### src/rtl/dss_pkg.sv
package dss_pkg;

  typedef enum logic [2:0] {
    ST_IDLE      = 3'd0,
    ST_WAIT_SCAN = 3'd1,
    ST_WAIT_FLY  = 3'd2,
    ST_RAMP      = 3'd3,
    ST_DONE      = 3'd4
  } dss_state_e;

  typedef struct packed {
    logic beam_en;
    logic hold_en;
    logic long_sel;
  } dss_cfg_t;

endpackage

### src/rtl/dss_rst_sync.sv
module dss_rst_sync (
  input  logic clk_i,
  input  logic rst_ni,
  output logic rst_no
);

  logic [1:0] sync_q;

  always_ff @(posedge clk_i or negedge rst_ni) begin
    if (!rst_ni) begin
      sync_q <= 2'b00;
    end else begin
      sync_q <= {sync_q[0], 1'b1};
    end
  end

  assign rst_no = sync_q[1];

endmodule

### src/rtl/dss_tick_gen.sv
// Clock-enable tick: high for one clock every TICK_DIV clocks while run_i
// is high. The count phase restarts whenever run_i is low. TICK_DIV >= 2.
module dss_tick_gen #(
  parameter int unsigned TICK_DIV = 4
) (
  input  logic clk_i,
  input  logic rst_ni,
  input  logic run_i,
  output logic tick_o
);

  localparam int unsigned CW = $clog2(TICK_DIV);
  localparam logic [CW-1:0] LAST = CW'(TICK_DIV - 1);

  logic [CW-1:0] cnt_q, cnt_d;

  always_comb begin
    cnt_d = cnt_q;
    if (!run_i) begin
      cnt_d = '0;
    end else if (cnt_q == LAST) begin
      cnt_d = '0;
    end else begin
      cnt_d = cnt_q + 1'b1;
    end
  end

  always_ff @(posedge clk_i or negedge rst_ni) begin
    if (!rst_ni) begin
      cnt_q <= '0;
    end else begin
      cnt_q <= cnt_d;
    end
  end

  assign tick_o = run_i && (cnt_q == LAST);

endmodule

### src/rtl/dss_ramp.sv
// On-time register: nominal at rest, one step down every STEP_TICKS ticks.
module dss_ramp #(
  parameter int unsigned NOM_ON     = 8,
  parameter int unsigned STEP_TICKS = 4,
  parameter int unsigned OW         = $clog2(NOM_ON + 1)
) (
  input  logic          clk_i,
  input  logic          rst_ni,
  input  logic          start_i,
  input  logic          restore_i,
  input  logic          tick_i,
  output logic [OW-1:0] on_time_o,
  output logic          zero_o
);

  localparam logic [OW-1:0] NOM = OW'(NOM_ON);

  logic [OW-1:0] on_time_q, on_time_d;
  logic          step_en;

  generate
    if (STEP_TICKS <= 1) begin : g_every_tick
      assign step_en = tick_i;
    end else begin : g_step_count
      localparam int unsigned SW = $clog2(STEP_TICKS);
      localparam logic [SW-1:0] SLAST = SW'(STEP_TICKS - 1);
      logic [SW-1:0] sc_q, sc_d;

      always_comb begin
        sc_d = sc_q;
        if (start_i || restore_i) begin
          sc_d = '0;
        end else if (tick_i && (on_time_q != '0)) begin
          sc_d = (sc_q == SLAST) ? '0 : sc_q + 1'b1;
        end
      end

      always_ff @(posedge clk_i or negedge rst_ni) begin
        if (!rst_ni) begin
          sc_q <= '0;
        end else begin
          sc_q <= sc_d;
        end
      end

      assign step_en = tick_i && (sc_q == SLAST);
    end
  endgenerate

  always_comb begin
    on_time_d = on_time_q;
    if (start_i || restore_i) begin
      on_time_d = NOM;
    end else if (step_en && (on_time_q != '0)) begin
      on_time_d = on_time_q - 1'b1;
    end
  end

  always_ff @(posedge clk_i or negedge rst_ni) begin
    if (!rst_ni) begin
      on_time_q <= NOM;
    end else begin
      on_time_q <= on_time_d;
    end
  end

  assign on_time_o = on_time_q;
  assign zero_o    = (on_time_q == '0);

  AST_ONTIME_NONINC: assert property (@(posedge clk_i) disable iff (!rst_ni)
    (!start_i && !restore_i) |=> (on_time_q <= $past(on_time_q)))
    else $error("on-time grew without a reload");

endmodule

### src/rtl/dss_beam_win.sv
// Discharge window: armed at ramp start, closes after a tick count chosen
// by the latched length select.
module dss_beam_win #(
  parameter int unsigned BEAM_SHORT = 12,
  parameter int unsigned BEAM_LONG  = 16
) (
  input  logic clk_i,
  input  logic rst_ni,
  input  logic start_i,
  input  logic en_i,
  input  logic long_i,
  input  logic tick_i,
  output logic busy_o
);

  localparam int unsigned BW = $clog2(BEAM_LONG + 1);
  localparam logic [BW-1:0] N_SHORT = BW'(BEAM_SHORT);
  localparam logic [BW-1:0] N_LONG  = BW'(BEAM_LONG);
  localparam logic [BW-1:0] N_ONE   = BW'(1);

  logic          busy_q, busy_d;
  logic [BW-1:0] cnt_q, cnt_d;

  always_comb begin
    busy_d = busy_q;
    cnt_d  = cnt_q;
    if (start_i) begin
      busy_d = en_i;
      cnt_d  = long_i ? N_LONG : N_SHORT;
    end else if (busy_q && tick_i) begin
      if (cnt_q == N_ONE) begin
        busy_d = 1'b0;
        cnt_d  = '0;
      end else begin
        cnt_d = cnt_q - 1'b1;
      end
    end
  end

  always_ff @(posedge clk_i or negedge rst_ni) begin
    if (!rst_ni) begin
      busy_q <= 1'b0;
      cnt_q  <= '0;
    end else begin
      busy_q <= busy_d;
      cnt_q  <= cnt_d;
    end
  end

  assign busy_o = busy_q;

  AST_BEAM_RISE_ON_START: assert property (@(posedge clk_i) disable iff (!rst_ni)
    $rose(busy_q) |-> $past(start_i))
    else $error("discharge window opened without a ramp start");

endmodule

### src/rtl/dss_line_pwm.sv
// Line-rate pulse generator; the width is captured at each period start.
module dss_line_pwm #(
  parameter int unsigned LINE_CYC = 16,
  parameter int unsigned OW       = 4
) (
  input  logic          clk_i,
  input  logic          rst_ni,
  input  logic [OW-1:0] on_time_i,
  output logic          hdrv_o
);

  localparam int unsigned PW = $clog2(LINE_CYC);
  localparam logic [PW-1:0] PLAST = PW'(LINE_CYC - 1);

  logic [PW-1:0] pc_q, pc_d;
  logic [OW-1:0] lat_q, lat_d;
  logic          wrap;

  assign wrap = (pc_q == PLAST);

  always_comb begin
    pc_d  = wrap ? '0 : pc_q + 1'b1;
    lat_d = wrap ? on_time_i : lat_q;
  end

  always_ff @(posedge clk_i or negedge rst_ni) begin
    if (!rst_ni) begin
      pc_q  <= PLAST;
      lat_q <= '0;
    end else begin
      pc_q  <= pc_d;
      lat_q <= lat_d;
    end
  end

  assign hdrv_o = (32'(pc_q) < 32'(lat_q));

  AST_WIDTH_HELD: assert property (@(posedge clk_i) disable iff (!rst_ni)
    (pc_q != '0) |-> $stable(lat_q))
    else $error("pulse width changed inside a line");

endmodule

### src/rtl/dss_ctrl.sv
// Sequence control: idle, wait for scan end, wait for flyback end, slow
// stop, done.
module dss_ctrl
  import dss_pkg::*;
(
  input  logic       clk_i,
  input  logic       rst_ni,
  input  logic       stby_req_i,
  input  logic       pwr_up_req_i,
  input  logic       vscan_end_i,
  input  logic       vfly_end_i,
  input  dss_cfg_t   cfg_i,
  input  logic       ramp_zero_i,
  input  logic       beam_busy_i,
  output dss_state_e state_o,
  output dss_cfg_t   cfg_o,
  output logic       start_o,
  output logic       restore_o,
  output logic       vhold_o,
  output logic       done_o
);

  dss_state_e state_q, state_d;
  dss_cfg_t   cfg_q, cfg_d;

  always_comb begin
    state_d = state_q;
    cfg_d   = cfg_q;
    unique case (state_q)
      ST_IDLE: begin
        if (stby_req_i) begin
          state_d = ST_WAIT_SCAN;
          cfg_d   = cfg_i;
        end
      end
      ST_WAIT_SCAN: if (vscan_end_i) state_d = ST_WAIT_FLY;
      ST_WAIT_FLY:  if (vfly_end_i)  state_d = ST_RAMP;
      ST_RAMP:      if (ramp_zero_i && !beam_busy_i) state_d = ST_DONE;
      ST_DONE:      if (pwr_up_req_i) state_d = ST_IDLE;
      default:      state_d = ST_IDLE;
    endcase
  end

  always_ff @(posedge clk_i or negedge rst_ni) begin
    if (!rst_ni) begin
      state_q <= ST_IDLE;
      cfg_q   <= '0;
    end else begin
      state_q <= state_d;
      cfg_q   <= cfg_d;
    end
  end

  assign state_o   = state_q;
  assign cfg_o     = cfg_q;
  assign start_o   = (state_q == ST_WAIT_FLY) && vfly_end_i;
  assign restore_o = (state_q == ST_DONE) && pwr_up_req_i;
  assign vhold_o   = ((state_q == ST_RAMP) || (state_q == ST_DONE)) && cfg_q.hold_en;
  assign done_o    = (state_q == ST_DONE);

  AST_CFG_FROZEN: assert property (@(posedge clk_i) disable iff (!rst_ni)
    (state_q != ST_IDLE) |=> $stable(cfg_q))
    else $error("configuration snapshot moved mid-sequence");

  AST_DONE_QUIET: assert property (@(posedge clk_i) disable iff (!rst_ni)
    done_o |-> (ramp_zero_i && !beam_busy_i))
    else $error("done while drive or discharge still active");

  AST_DONE_FROM_RAMP: assert property (@(posedge clk_i) disable iff (!rst_ni)
    ((state_q == ST_DONE) && ($past(state_q) != ST_DONE)) |-> ($past(state_q) == ST_RAMP))
    else $error("done entered without a slow stop");

endmodule

### src/rtl/disp_shutdown_seq.sv
module disp_shutdown_seq
  import dss_pkg::*;
#(
  parameter int unsigned LINE_CYC   = 16,
  parameter int unsigned NOM_ON     = 8,
  parameter int unsigned TICK_DIV   = 4,
  parameter int unsigned STEP_TICKS = 4,
  parameter int unsigned BEAM_SHORT = 12,
  parameter int unsigned BEAM_LONG  = 16
) (
  input  logic clk_i,
  input  logic rst_ni,
  input  logic stby_req_i,
  input  logic pwr_up_req_i,
  input  logic vscan_end_i,
  input  logic vfly_end_i,
  input  logic beam_en_i,
  input  logic hold_en_i,
  input  logic long_sel_i,
  output logic hdrv_o,
  output logic beam_req_o,
  output logic vhold_o,
  output logic done_o
);

  localparam int unsigned OW = $clog2(NOM_ON + 1);

  logic          rst_n_s;
  dss_state_e    state;
  dss_cfg_t      cfg_in, cfg_lat;
  logic          start, restore, tick, ramp_zero, beam_busy;
  logic [OW-1:0] on_time;

  assign cfg_in = '{beam_en: beam_en_i, hold_en: hold_en_i, long_sel: long_sel_i};

  dss_rst_sync i_rst_sync (
    .clk_i  (clk_i),
    .rst_ni (rst_ni),
    .rst_no (rst_n_s)
  );

  dss_ctrl i_ctrl (
    .clk_i        (clk_i),
    .rst_ni       (rst_n_s),
    .stby_req_i   (stby_req_i),
    .pwr_up_req_i (pwr_up_req_i),
    .vscan_end_i  (vscan_end_i),
    .vfly_end_i   (vfly_end_i),
    .cfg_i        (cfg_in),
    .ramp_zero_i  (ramp_zero),
    .beam_busy_i  (beam_busy),
    .state_o      (state),
    .cfg_o        (cfg_lat),
    .start_o      (start),
    .restore_o    (restore),
    .vhold_o      (vhold_o),
    .done_o       (done_o)
  );

  dss_tick_gen #(.TICK_DIV(TICK_DIV)) i_tick (
    .clk_i  (clk_i),
    .rst_ni (rst_n_s),
    .run_i  (state == ST_RAMP),
    .tick_o (tick)
  );

  dss_ramp #(.NOM_ON(NOM_ON), .STEP_TICKS(STEP_TICKS), .OW(OW)) i_ramp (
    .clk_i     (clk_i),
    .rst_ni    (rst_n_s),
    .start_i   (start),
    .restore_i (restore),
    .tick_i    (tick),
    .on_time_o (on_time),
    .zero_o    (ramp_zero)
  );

  dss_beam_win #(.BEAM_SHORT(BEAM_SHORT), .BEAM_LONG(BEAM_LONG)) i_beam (
    .clk_i   (clk_i),
    .rst_ni  (rst_n_s),
    .start_i (start),
    .en_i    (cfg_lat.beam_en),
    .long_i  (cfg_lat.long_sel),
    .tick_i  (tick),
    .busy_o  (beam_busy)
  );

  dss_line_pwm #(.LINE_CYC(LINE_CYC), .OW(OW)) i_pwm (
    .clk_i     (clk_i),
    .rst_ni    (rst_n_s),
    .on_time_i (on_time),
    .hdrv_o    (hdrv_o)
  );

  assign beam_req_o = beam_busy;

endmodule

### config.mk
export PLATFORM = sky130hd
export DESIGN_NAME = disp_shutdown_seq
export DESIGN_NICKNAME = d
export VERILOG_FILES = /design/src/rtl/dss_pkg.sv /design/src/rtl/dss_rst_sync.sv /design/src/rtl/dss_tick_gen.sv /design/src/rtl/dss_ramp.sv /design/src/rtl/dss_beam_win.sv /design/src/rtl/dss_line_pwm.sv /design/src/rtl/dss_ctrl.sv /design/src/rtl/disp_shutdown_seq.sv
export SDC_FILE = /design/constraint.sdc
export NUM_CORES = 1
export LEC_CHECK = 0
export ABC_AREA = 1
export BUFFER_PORTS_ARGS = -buffer_cell sky130_fd_sc_hd__buf_2
export CAP_MARGIN = 20
export CELL_PAD_IN_SITES_DETAIL_PLACEMENT = 1
export CELL_PAD_IN_SITES_GLOBAL_PLACEMENT = 1
export CORE_MARGIN = 2
export CORE_UTILIZATION = 40
export CTS_CLUSTER_SIZE = 10
export DETAILED_ROUTE_END_ITERATION = 8
export HOLD_SLACK_MARGIN = 0.05
export PLACE_DENSITY = 0.74
export RECOVER_POWER = 25
export SLEW_MARGIN = 20
export SYNTH_ARGS = -nofsm -noshare
export SYNTH_HDL_FRONTEND = slang
export SYNTH_SLANG_ARGS = --single-unit
### constraint.sdc
create_clock -name clk_i -period 1.1 [get_ports clk_i]
set_input_delay 0.055 -clock clk_i [delete_from_list [all_inputs] [get_ports clk_i]]
set_output_delay 0.055 -clock clk_i [all_outputs]
set_load 0.02 [all_outputs]
# Yosys cells after proc, flatten, opt, wreduce, memory -nomap -nowiden
# Cells that the tools add are included.
dict set report word_totals {
  output_inout_bits 4
  reg_bits 30
  input_bits 9
  elab_cells 74
}
dict set report classes {
  muxes 21
  n_addsub 5
  order_cmp 1
  eq_ne 13
  reduce_logical 22
}
# op n
set op_table {}
lappend op_table {{5-bit 2-to-1 mux} 4}
lappend op_table {{3-bit 2-to-1 mux} 5}
lappend op_table {{3-bit case mux with 5 select lines} 1}
lappend op_table {{4-bit 2-to-1 mux} 3}
lappend op_table {{2-bit 2-to-1 mux} 5}
lappend op_table {{2-bit != test, second input constant} 5}
lappend op_table {{1-bit logical AND} 9}
lappend op_table {{2-bit nonzero test} 4}
lappend op_table {{3-bit by 2-bit == test with 1-bit output, second input constant} 2}
lappend op_table {{5-bit by 1-bit == test with 1-bit output, second input constant} 1}
lappend op_table {{5-bit AND reduction} 1}
lappend op_table {{5-bit by 1-bit subtractor with 5-bit output, second input constant} 1}
lappend op_table {{2-bit by 1-bit adder with 2-bit output, second input constant} 2}
lappend op_table {{4-bit by 1-bit adder with 4-bit output, second input constant} 1}
lappend op_table {{2-bit == test, second input constant} 2}
lappend op_table {{4-bit == test, second input constant} 1}
lappend op_table {{4-bit zero test} 1}
lappend op_table {{4-bit less-than comparator} 1}
lappend op_table {{2-bit AND reduction} 2}
lappend op_table {{4-bit nonzero test} 1}
lappend op_table {{4-bit by 1-bit subtractor with 4-bit output, second input constant} 1}
lappend op_table {{3-bit by 1-bit == test with 1-bit output, second input constant} 1}
lappend op_table {{3-bit == test, second input constant} 1}
lappend op_table {{3-bit zero test} 1}
lappend op_table {{3 further kinds} 6}

# Longest topological paths before layout
# Gate-level depths: netlist of the first run.
dict set report logic_depth {
  ltp_word 6
  depth_mapped 9
}

# Hierarchy
# Synthesis of the first run repeated with hierarchy kept, for this count alone.
dict set report hier_totals {
  cells_unflattened 202
  area_unflattened_um2 1682.9
}
# mod seq_area_each_um2 cells_each instances area_per_inst_um2
set modules_own_cells {}
lappend modules_own_cells {dss_ramp 151.4 45 1 397.9}
lappend modules_own_cells {dss_line_pwm 205.2 41 1 396.6}
lappend modules_own_cells {dss_beam_win 150.1 55 1 384.1}
lappend modules_own_cells {dss_ctrl 150.1 46 1 351.6}
lappend modules_own_cells {dss_tick_gen 50.0 10 1 88.8}
lappend modules_own_cells {dss_rst_sync 50.0 3 1 53.8}
lappend modules_own_cells {disp_shutdown_seq 0.0 2 1 10.0}

# Worst setup path before layout of the first run
# No wires, ideal clock.
dict set report synth_timing {
  path_kind {register to register}
  start {reg i_ramp.on_time_q[0] (netlist: i_ramp.on_time_o[0])}
  end {reg i_ramp.g_step_count.sc_q[0]}
  path_buffers 0
  required_time_ns 1.023
  arrival_time_ns 1.150
  setup_ns 0.077
  period_less_slack_ns 1.228
  setup_slack_ns -0.128
  stages_incl_launch_ff 9
  path_cell_list {dfrtp_1 -> inv_1 -> ha_1 -> nand2_1 -> inv_1 -> nor2_8 -> nand2_4 -> nand2_2 -> a21oi_1}
}
dict set report synth_via {
  elab_chain_len 3
}
# element line
set synth_lines {}
lappend synth_lines {{start: declaration} dss_ramp.sv:18} ;# logic [OW-1:0] on_time_q, on_time_d;
lappend synth_lines {{start signal: assignment} dss_ramp.sv:63} ;# on_time_q <= on_time_d;
lappend synth_lines {{4-bit nonzero test} dss_ramp.sv:33} ;# end else if (tick_i && (on_time_q != '0)) begin
lappend synth_lines {{1-bit logical AND} dss_ramp.sv:33}
lappend synth_lines {{2-bit nonzero test (no line)} -}
lappend synth_lines {{end signal: assignment} dss_ramp.sv:40} ;# sc_q <= '0;
lappend synth_lines {{end signal: assignment} dss_ramp.sv:42} ;# sc_q <= sc_d;
lappend synth_lines {{end: declaration} dss_ramp.sv:27} ;# logic [SW-1:0] sc_q, sc_d;
# No other way between the ends.
# A chain may end at the register's enable or synchronous reset.

# Final worst setup path of the first run
dict set report layout_timing {
  start {reg i_ctrl.state_q[0] (netlist: i_ctrl.state_o[0])}
  end {reg i_beam.busy_q (netlist: i_beam.busy_o)}
}
dict set report layout_via {
  elab_chain_len 5
  word_cells_on_any_way 9
  cone_classes {2 x eq/ne; 1 x mux; 6 x reduce/logical}
}
# element line
set layout_lines {}
lappend layout_lines {{start: declaration} dss_ctrl.sv:23} ;# dss_state_e state_q, state_d;
lappend layout_lines {{start signal: assignment} dss_ctrl.sv:49} ;# state_q <= state_d;
lappend layout_lines {{3-bit by 2-bit == test with 1-bit output} disp_shutdown_seq.sv:63} ;# .run_i (state == ST_RAMP),
lappend layout_lines {{1-bit logical AND} dss_tick_gen.sv:36} ;# assign tick_o = run_i && (cnt_q == LAST);
lappend layout_lines {{1-bit logical AND} dss_beam_win.sv:30} ;# end else if (busy_q && tick_i) begin
lappend layout_lines {{2-bit nonzero test (no line)} -}
lappend layout_lines {{2-bit AND reduction (no line)} -}
lappend layout_lines {{end signal: assignment} dss_beam_win.sv:45} ;# busy_q <= busy_d;
lappend layout_lines {{end: declaration} dss_beam_win.sv:21} ;# logic busy_q, busy_d;
# Several ways; a longest one is shown, not always the timed one.

==> results.md, run 1 <==
Route:
- The number of antenna-violating nets in the routed design is 0.
- After detailed routing, the average wire length per cell comes to 21.4 um.
- The number of DRC violations after detailed routing is 0.
- The number of optimization iterations in the first detailed-route pass is 4.
- The routed layout has approximately 1,600 vias.
- For this block, the initial DRC count from the detailed router was 58.
- The number of vias per cell is 5.40.
- Wires add up to ~6.5 mm.

STA:
- Across the routed clock network, the largest skew measured is just over 8 ps.
- The number of failing hold endpoints at the final stage is 0.
- After layout, the worst path uses 136% of the clock period.
- The final-report max-slew violation count is 0.
- The worst pin sits at a relative slew slack of about half.
- The worst slack on hold paths is 135 ps.
- For the pin with the worst max-slew slack, the measured transition is ~730 ps.
- Once routing completed, OpenROAD measured the worst setup slack at -399 ps.
- The setup TNS is -7510 ps.
- For this run, the top clock speed supported by timing is around 0.67 GHz.
- Setup violations remaining at the end of the flow were counted as 28.
- The clock period minus final worst setup slack is between 1000 and 1500 ps.
- Setup repair after global routing could not meet its margin everywhere.

Floorplanning:
- The initial core utilization is approximately two fifths.
- The total die area is roughly 4600 sq um.
- From left edge to right edge, the die measures just under 70 um.
- In this run the vertical extent of the chip is a little under 70 um.
- The placeable core region is 3970 sq um.
- The floorplan has 23 rows.
- In this run the count of I/O pins placed on the die edge is 13.

Pwr:
- Power spread over the standard cell area amounts to approximately 2400 nW/um^2.
- The leakage power is 1.30 nW.
- Summing internal, switching and leakage power gives around 6.2 mW.
- The peak ir drop on the vdd network is ~1600 uV.

CTS:
- The CTS tree is yes.
- The clock tree buffer depth is 2.
- The TritonCTS buffer count is 5.
- The number of H-tree levels is 2.
- The clock latency of the later-clocked register in the worst-skew pair is 280 ps.
- The sink count of the clock tree is 30.
- The cell sitting at the root of the clock tree is a sky130_fd_sc_hd__clkbuf_8.
- The clock-pin slew of the registers on the worst-case setup and hold paths is roughly 70 ps.

Place:
- The half-perimeter wire length after placement is 2.99 mm.
- The total of buffers placed on input and output ports is 12.
- The number of instances in the placed design is between 200 and 300.
- The worst slack at placement is -208 ps.
- The congestion estimate from routability-driven global placement came to between 0.7 and 0.8.

Critical path:
- The critical path crosses 7 cells after its start point.
- In this design, the largest share of critical-path delay is due to simple AND/OR/NAND/NOR gates.
- On the worst path, the slowest cell contributes a delay of 450 ps.
- Walking the worst path, the cells encountered are buf_6 > nor2_4 > nand3_4 > nand2_4 > nand2_2 > nand2_1 > nand2_1.
- The worst setup path is launched from a flip-flop.
- Data arrives at the worst endpoint at approximately 1700 ps.
- STA puts the critical path data required time at between 1000 and 1500 ps.
- In this run the worst path has a maximum fanout of 7.
- Counting both buffers and inverters, the worst setup path holds a total of 1.
- For the worst flop-to-flop path, the logic depth is 7.
- STA classifies the critical path endpoint as a flip-flop.
- The critical-path cell with the highest stage delay is sky130_fd_sc_hd__dfrtp_2.
- Among the stages of the critical path, the cell type that occurs most often is sky130_fd_sc_hd__nand2_1.
- The critical path in this run is classified as reg -> reg.

Global route:
- The residual overflow from global routing is 0.
- The pin count of the biggest net entering global routing is 29.
- The initial antenna violation count is 0.
- The first global-routing pass estimated between 8 and 9 mm of wire.
- The total global-route track usage is between 20% and 30%.
- The number of global-route vias before repair is 1,783.

Yosys:
- Synthesis produced a netlist whose cell count is about 190.
- The share of synthesized area occupied by flip-flops and latches is between 40% and 50%.
- In this run the cell area of the synthesized design comes to roughly 1600 sq um.
- Yosys mapped a number of flops with a built-in enable equal to 0.
- The share of synthesized area in the top cell type comes to ~38%.
- The total nets after synthesis is 210.
- By area the synthesized netlist is led by sky130_fd_sc_hd__dfrtp_1 (38%), sky130_fd_sc_hd__nand2_1 (10%), sky130_fd_sc_hd__dfstp_2 (8.0%).
- The top flip-flop cell by instance count after synthesis is sky130_fd_sc_hd__dfrtp_1.
- The synthesized netlist contains 29 unique library cells.
- The number of warnings issued by yosys is 0.
- The cell type contributing the most total cell area after synthesis is sky130_fd_sc_hd__dfrtp_1.
- The average cell area after synthesis is between 8 and 9 sq um.
- The synthesized design contains 30 register bits.
- For this run, asynchronously set or reset flops after synthesis account for 100%.

Layout:
- At the end of the flow, the number of nets in the layout was 270.
- The multi-input gate area in the final layout is 1100 sq um.
- The area growth from synthesis to final layout is 56.6%.
- The final standard cell count with taps included and fillers excluded is slightly above 300.
- In the final layout, the share of cells above drive strength 1 is just under 60%.
- The number of inserted filler cells in the final layout is about 420.
- 0 antenna diodes ended up in the layout.
- Across the whole layout, storage elements account for 762 sq um.

Flow run:
- Max-cap violations in this run came to 0.

Run status:
- The flow ran to the end, but the final reports show violations.
- The final reports fail on negative setup slack.

Hold path:
- The class of the tightest hold or removal check is in -> async.
==> synth_stat cells (all sizes together), types with 2 or more instances <==
master	n
clkinv	2
nand3	28
dfstp	5
mux2	2
nor2	15
inv	31
nand3b	2
a21oi	4
nand2	51
ha	9
xor2	3
dfrtp	25
o21ai	8
==> cells by family after synthesis <==
group                      Yosys count  synth area share (%)
and+or+nand+nor                     98                  31.1
buffers and inverters               33                  7.52
DFF                                 30                  45.9
AOI/OAI and AO/OA                   15                  4.94
adders and majority gates            9                  6.83
xor gates and xnor gates             4                  2.13
muxes                                2                  1.37
other                                1                 0.228
==> routing by layer <==
metal | vias to the layer above | wire, um | global-route usage, %
li1 | 728 | - | -
met3 | 29 | 272 | 4.77
met1 | 810 | 2400 | 29.0
met5 | - | 0 | 0
met2 | 69 | 3520 | 49.5
met4 | 0 | 297 | 11.3
==> where the power goes <==
part	total [mW]	leakage, nW	switching [mW]	internal, mW
Clock	0.871	0.0395	0.422	0.449
Combinational	3.60	0.894	2.05	1.56
Sequential	1.78	0.367	0.365	1.41
Total	6.25	1.30	2.83	3.42
==> final cells by class <==
cell class | instances | area share (%)
clock buffer | 8 | 3.10
multi-input combinational | 130 | 42.6
sequential | 30 | 29.5
tap | 50 | 2.42
inverter | 33 | 5.43
timing repair buffer | 52 | 16.9
==> sequential cells by signal (all words and copies together), names as in the netlist <==
signal                    count
i_ramp.on_time_o              4
i_beam.cnt_q                  5
i_rst_sync.sync_q             2
i_ctrl.state_o                3
i_tick.cnt_q                  2
i_ramp.g_step_count.sc_q      2
i_ctrl.cfg_o                  3
i_beam.busy_o                 1
i_pwm.lat_q                   4
i_pwm.pc_q                    4
==> what timing repair did <==
item,4_1_cts,5_1_grt
resized for setup,61,36
hold endpoints to repair,5,0
hold buffers,4,0
cloned,1,0
endpoints found under the setup margin,27,30
pin swaps,19,15
buffers inserted,8,5
==> final timing paths <==
| path | startpoint | to | slack (ps) |
|---|---|---|---|
| worst max register to register | i_ctrl.state_o[0] | i_beam.busy_o | -400 |
| max in group asynchronous | i_rst_sync.sync_q[1] | i_ctrl.state_o[0] | 200 |
| worst max-delay path | i_ctrl.state_o[0] | i_beam.busy_o | -400 |
| worst min register to register | i_rst_sync.sync_q[0] | i_rst_sync.sync_q[1] | 360 |
| min in group clk_i | stby_req_i | i_ctrl.cfg_o[0] | 180 |
| worst min-delay path | rst_ni | i_rst_sync.sync_q[1] | 130 |
==> per-stage QoR <==
| step | area (sq um) | utilization (%) |
|---|---|---|
| 3_5_place_dp | 2020 | 50.9 |
| 2_1_floorplan | 1710 | - |
| 4_1_cts | 2440 | 61.5 |
| 3_3_place_gp | 2020 | 50.9 |
| 6_report | 2580 | 65.0 |
| 5_1_grt | 2580 | 65.0 |
==> worst register-to-register path: stages, from the launching register on <==
cell and delay (ps):
sky130_fd_sc_hd__dfrtp_2 450, sky130_fd_sc_hd__buf_6 150, sky130_fd_sc_hd__nor2_4 140, sky130_fd_sc_hd__nand3_4 200, sky130_fd_sc_hd__nand2_4 200, sky130_fd_sc_hd__nand2_2 60, sky130_fd_sc_hd__nand2_1 100, sky130_fd_sc_hd__nand2_1 90
==> cells in the final DEF, fill, tap and decap left out, types with 2 or more instances in the layout <==
| master | n |
|---|---|
| sky130_fd_sc_hd__nand3_4 | 4 |
| sky130_fd_sc_hd__nand2_1 | 25 |
| sky130_fd_sc_hd__dfrtp_1 | 21 |
| sky130_fd_sc_hd__ha_4 | 4 |
| sky130_fd_sc_hd__dlygate4sd3_1 | 4 |
| sky130_fd_sc_hd__inv_4 | 6 |
| sky130_fd_sc_hd__clkbuf_1 | 4 |
| sky130_fd_sc_hd__buf_6 | 13 |
| sky130_fd_sc_hd__nand2_4 | 10 |
| sky130_fd_sc_hd__dfrtp_2 | 4 |
| sky130_fd_sc_hd__nor2_1 | 7 |
| sky130_fd_sc_hd__o21ai_2 | 3 |
| sky130_fd_sc_hd__nor2_4 | 5 |
| sky130_fd_sc_hd__inv_1 | 21 |
| sky130_fd_sc_hd__dfstp_2 | 5 |
| sky130_fd_sc_hd__nand2_2 | 17 |
| sky130_fd_sc_hd__o21ai_1 | 4 |
| sky130_fd_sc_hd__mux2_2 | 2 |
| sky130_fd_sc_hd__buf_2 | 8 |
| sky130_fd_sc_hd__nand3_2 | 17 |
| sky130_fd_sc_hd__ha_1 | 4 |
| sky130_fd_sc_hd__xor2_1 | 3 |
| sky130_fd_sc_hd__buf_4 | 24 |
| sky130_fd_sc_hd__nor2_8 | 2 |
| sky130_fd_sc_hd__inv_2 | 4 |
| sky130_fd_sc_hd__nand3b_1 | 2 |
| sky130_fd_sc_hd__nand3_1 | 7 |
| sky130_fd_sc_hd__clkbuf_8 | 5 |
| sky130_fd_sc_hd__a21oi_2 | 4 |
Note: power is estimated with default switching activity, not from simulation.
==> inputs of run 2 (changes only) <==
- ABC_AREA: 1 -> default
- CORE_UTILIZATION: 40 -> 41
- PLACE_DENSITY: 0.74 -> 0.73
- clock period: 1.1 -> 1.2 ns (I/O delays scaled with it)
==> run 2 against run 1 <==
Against the previous run:
- the flow still finishes with violations (negative setup slack)
- synthesized cell count fell by 26%
- wire length fell by 4.1%
- via count fell by 12%
- sequential share of layout area rose by 0.50 points
- total power fell by 20%
- die area fell by 9.8%
- largest power group unchanged
==> results.md, run 2 <==
Route:
- The number of violations reported at the end of detailed-routing iteration 0 is 60 (+3.4%).
- The routed wire length per instance is 23.8 um (+11%).
- The sum of routed wire length over all layers came to 6.22 mm (-4.1%).
- The number of DRC violations after detailed routing is 0 (unchanged).
- The via count is 1,441 (-12%).
- The number of optimization iterations in the first detailed-route pass came to 4 (unchanged).
- The number of vias per cell is 5.52 (+2.3%).
- The number of antenna-violating nets in the routed design is 0 (unchanged).

CTS:
- The root buffer cell chosen for the clock tree is sky130_fd_sc_hd__clkbuf_8.
- The clock tree buffer depth is 2 (unchanged).
- The number of H-tree levels is 2 (unchanged).
- The clock latency of the later-clocked register in the worst-skew pair came to 290 ps (about the same).
- The sink count of the clock tree is 30 (unchanged).
- The CTS tree is yes.
- The clock-pin slew of the registers on the worst-case setup and hold paths came to 70 ps (about the same).
- The TritonCTS buffer count was 5 (unchanged).

Global route:
- The total global-route track usage came to 27.7% (+1.2 points).
- The initial antenna violation count is 0 (unchanged).
- The residual overflow from global routing is 0 (unchanged).
- The number of global-route vias before repair is 1,610 (-9.7%).
- The wire length of the first global-routing pass is 8.34 mm (-5.7%).
- The pin count of the biggest net entering global routing is 29 (unchanged).

Yosys:
- The simple logic cell fraction of the synthesized area was 18.1% (-13 points).
- The area fraction of the dominant cell type after synthesis is 41.4% (+3.4 points).
- The mux share of post-synthesis cell area is 7.03% (+5.7 points).
- Of all cell types, the one taking the most synthesized area is sky130_fd_sc_hd__dfrtp_1.
- The number of distinct library cells after synthesis is 41 (+41%).
- In the post-synthesis netlist, the biggest area contributors are sky130_fd_sc_hd__dfrtp_1 (41%), sky130_fd_sc_hd__dfstp_2 (8.7%), sky130_fd_sc_hd__ha_1 (7.4%).
- The top flip-flop cell by instance count after synthesis is sky130_fd_sc_hd__dfrtp_1.
- The adder-cell share of the synthesized area is 7.44% (+0.61 points).
- By count the netlist is led by sky130_fd_sc_hd__dfrtp_1 (25), sky130_fd_sc_hd__inv_1 (11), sky130_fd_sc_hd__nand2_1 (10), sky130_fd_sc_hd__ha_1 (9), sky130_fd_sc_hd__o21ai_0 (9).
- The post-synthesis cell count is 142 (-26%).
- The number of enable-type register cells in the synthesized netlist is 0 (unchanged).
- The share of synthesized area occupied by flip-flops and latches is 50.0% (+4.1 points).
- The combined area of all synthesized cells is 1510 sq um (-8.2%).
- The number of warnings issued by yosys was 0 (unchanged).
- The post-synthesis register bit count came to 30 (unchanged).
- The total nets after synthesis came to 160 (-24%).
- The async set or reset register ratio after synthesis is 100% (unchanged).
- The post-synthesis xor/xnor area fraction was 1.16% (-0.97 points).
- The area fraction in compound gates after synthesis is 10.8% (+5.8 points).
- The dominant combinational cell family by area after synthesis is simple AND/OR/NAND/NOR gates.
- The average cell area after synthesis is 10.7 sq um (+24%).
- The dominant cell by count in the synthesized netlist is sky130_fd_sc_hd__dfrtp_1.

STA:
- The setup TNS was -8220 ps (-708 ps).
- Setup repair after global routing could not meet its margin everywhere.
- The relative max-transition margin is 51.2% (+0.093 points).
- The number of failing hold endpoints at the final stage is 0 (unchanged).
- The number of setup violations in the final report is 30 (+7.1%).
- The final setup skew is 6.41 ps (-1.74 ps).
- The least setup slack across all paths after layout is -501 ps (-102 ps).
- The final-report max-slew violation count came to 0 (unchanged).
- The maximum clock frequency is roughly 0.6 GHz.
- The smallest clock period supported by the final layout is computed as 1700 ps.
- The transition time of the tightest slew-check pin came to 732 ps (-1.39 ps).
- The final worst-path cycle share is 142%.

Layout:
- The final cell area excluding filler cells was 2520 sq um (-2.1%).
- The number of diodes is 0 (unchanged).
- The library cell used most frequently in the layout, excluding fill and tap cells, is sky130_fd_sc_hd__buf_4.
- The number of inserted filler cells in the final layout is 358 (-16%).
- The flip-flop count of the largest register after layout is 5 (unchanged).
- In the layout the commonest cells are sky130_fd_sc_hd__buf_4 (34), sky130_fd_sc_hd__dfrtp_1 (24), sky130_fd_sc_hd__buf_6 (19), sky130_fd_sc_hd__nand2_1 (8), sky130_fd_sc_hd__buf_2 (8).
- The final-stage net count is 230 (-15%).
- The area growth from synthesis to layout is 66.9%.
- The fraction of layout cells with a size suffix above 1 was 59.6% (+1.9 points).
- Ranked by flip-flop count, first place goes to i_beam.cnt_q.

Critical path:
- The reg2reg setup slack is -420 ps (-20 ps).
- The number of cells traversed by the worst register-to-register path is 6 (-1).
- The largest fanout on the critical path was 2 (-5).
- STA classifies the critical path endpoint as an output port.
- Among the stages of the critical path, the cell type that occurs most often is sky130_fd_sc_hd__a21o_1.
- Walking the worst path, the cells encountered are ha_4 > a21o_1 > a21o_1 > a21oi_4 > buf_6.
- The count of buffer and inverter cells on the critical path is 1 (unchanged).
- The worst stage delay on the critical path came to 560 ps (+110 ps).
- In this run the critical register-to-register path is launched from i_ramp.on_time_o[1].
- The slowest stage of the critical path belongs to the cell sky130_fd_sc_hd__dfstp_2.
- The critical path is of the reg -> out type.
- The worst register-to-register path ends at i_ramp.g_step_count.sc_q[1].
- The kind of start point of the critical path is a flip-flop.
- The required arrival time at the worst endpoint is 1140 ps (-120 ps).
- The arrival time of the worst setup path came to 1640 ps (-20 ps).
- In this design, the largest share of critical-path delay is due to flip-flops.

Floorplanning:
- The height of the die came to 64.7 um (-5.1%).
- The placeable core region is 3610 sq um (-9.2%).
- The number of top-level design ports was 13 (unchanged).
- The total die area is 4190 sq um (-9.8%).
- The x dimension of the die is 64.7 um (-5.1%).
- The standard-cell row count is 22 (-4.3%).
- The initial core utilization was 42.0% (+0.46 points).

Pwr:
- The peak ir drop on the vdd network was 1170 uV (-24%).
- The leakage power is 1.13 nW (-13%).
- The post-layout total power is 5.00 mW (-20%).
- The power density normalized to cell area is 1980 nW/um^2 (-18%).

Place:
- The total of buffers placed on input and output ports is 12 (unchanged).
- The post-place instance area is 1900 sq um (-6.0%).
- The half-perimeter wire length after placement is 2.94 mm (-2.0%).
- The worst slack at placement was -343 ps (-135 ps).
- The weighted congestion at the end of routability-driven global placement came to 0.752 (-3.0%).

Hold path:
- In this run the worst hold path is classified as in -> async.

Flow run:
- The max-cap check violation count is 0 (unchanged).

Run status:
- The run finished, with violations left.
- The final reports fail on negative setup slack.
-- run 2: how the worst max path moves through the flow --
stage / endpoint / from / slack (ps) / cells past startpoint
5_1_grt: hdrv_o / i_pwm.pc_q[1] / -540 / 5
6_report: hdrv_o / i_pwm.pc_q[1] / -500 / 5
3_5_place_dp: i_ramp.g_step_count.sc_q[1] / i_ramp.on_time_o[1] / -340 / 6
2_1_floorplan: i_ramp.g_step_count.sc_q[1] / i_ramp.on_time_o[0] / -330 / 7
4_1_cts: hdrv_o / i_pwm.pc_q[1] / -480 / 5
3_3_place_gp: i_ramp.g_step_count.sc_q[1] / i_ramp.on_time_o[1] / -260 / 6
-- run 2: layout make-up --
cell class,count,area [sq um],share of cell area (%)
Multi-Input combinational cell,96,1010,39.8
Sequential cell,30,758,30.0
Timing Repair Buffer,68,568,22.5
Clock buffer,7,86.3,3.42
Tap cell,48,60.1,2.38
Inverter,11,41.3,1.64
Clock inverter,1,5.00,0.198
-- run 2: cells by family after synthesis --
logic type | count (synthesis)
DFF | 30
buffers and inverters | 16
other | 1
xor gates and xnor gates | 2
adders and majority gates | 9
and+or+nand+nor | 48
muxes | 10
AOI/OAI and AO/OA | 26
-- run 2: repair_timing --
item                                    in CTS  in global routing
endpoints found under the hold margin        6                  0
gates resized for setup                     46                 30
hold buffers                                 5                  0
endpoints found under the setup margin      28                 30
buffers inserted                            13                 11
gates cloned                                 0                  0
pin swaps                                   14                 14
-- run 2: layer usage --
layer | wire [um] | up-vias | global-route usage [%]
li1 | - | 636 | -
met1 | 2520 | 742 | 27.7
met2 | 3330 | 45 | 51.5
met3 | 201 | 18 | 8.68
met4 | 172 | 0 | 12.8
met5 | 0 | - | 0
-- run 2: through the flow --
stage | utilization (%) | std cells | hold slack, ps
after CTS | 64.2 | 250 | 72.3
final | 70.0 | 261 | 97.3
after global placement | 52.7 | 224 | -156
after floorplan | - | 142 | -236
after detailed placement | 52.7 | 224 | -151
after global routing | 70.0 | 261 | 106
-- run 2: where the power goes --
group / leakage [nW] / internal [mW] / switching [mW]
registers: 0.363 / 1.28 / 0.309
logic: 0.716 / 1.24 / 1.31
clock network: 0.0482 / 0.462 / 0.387
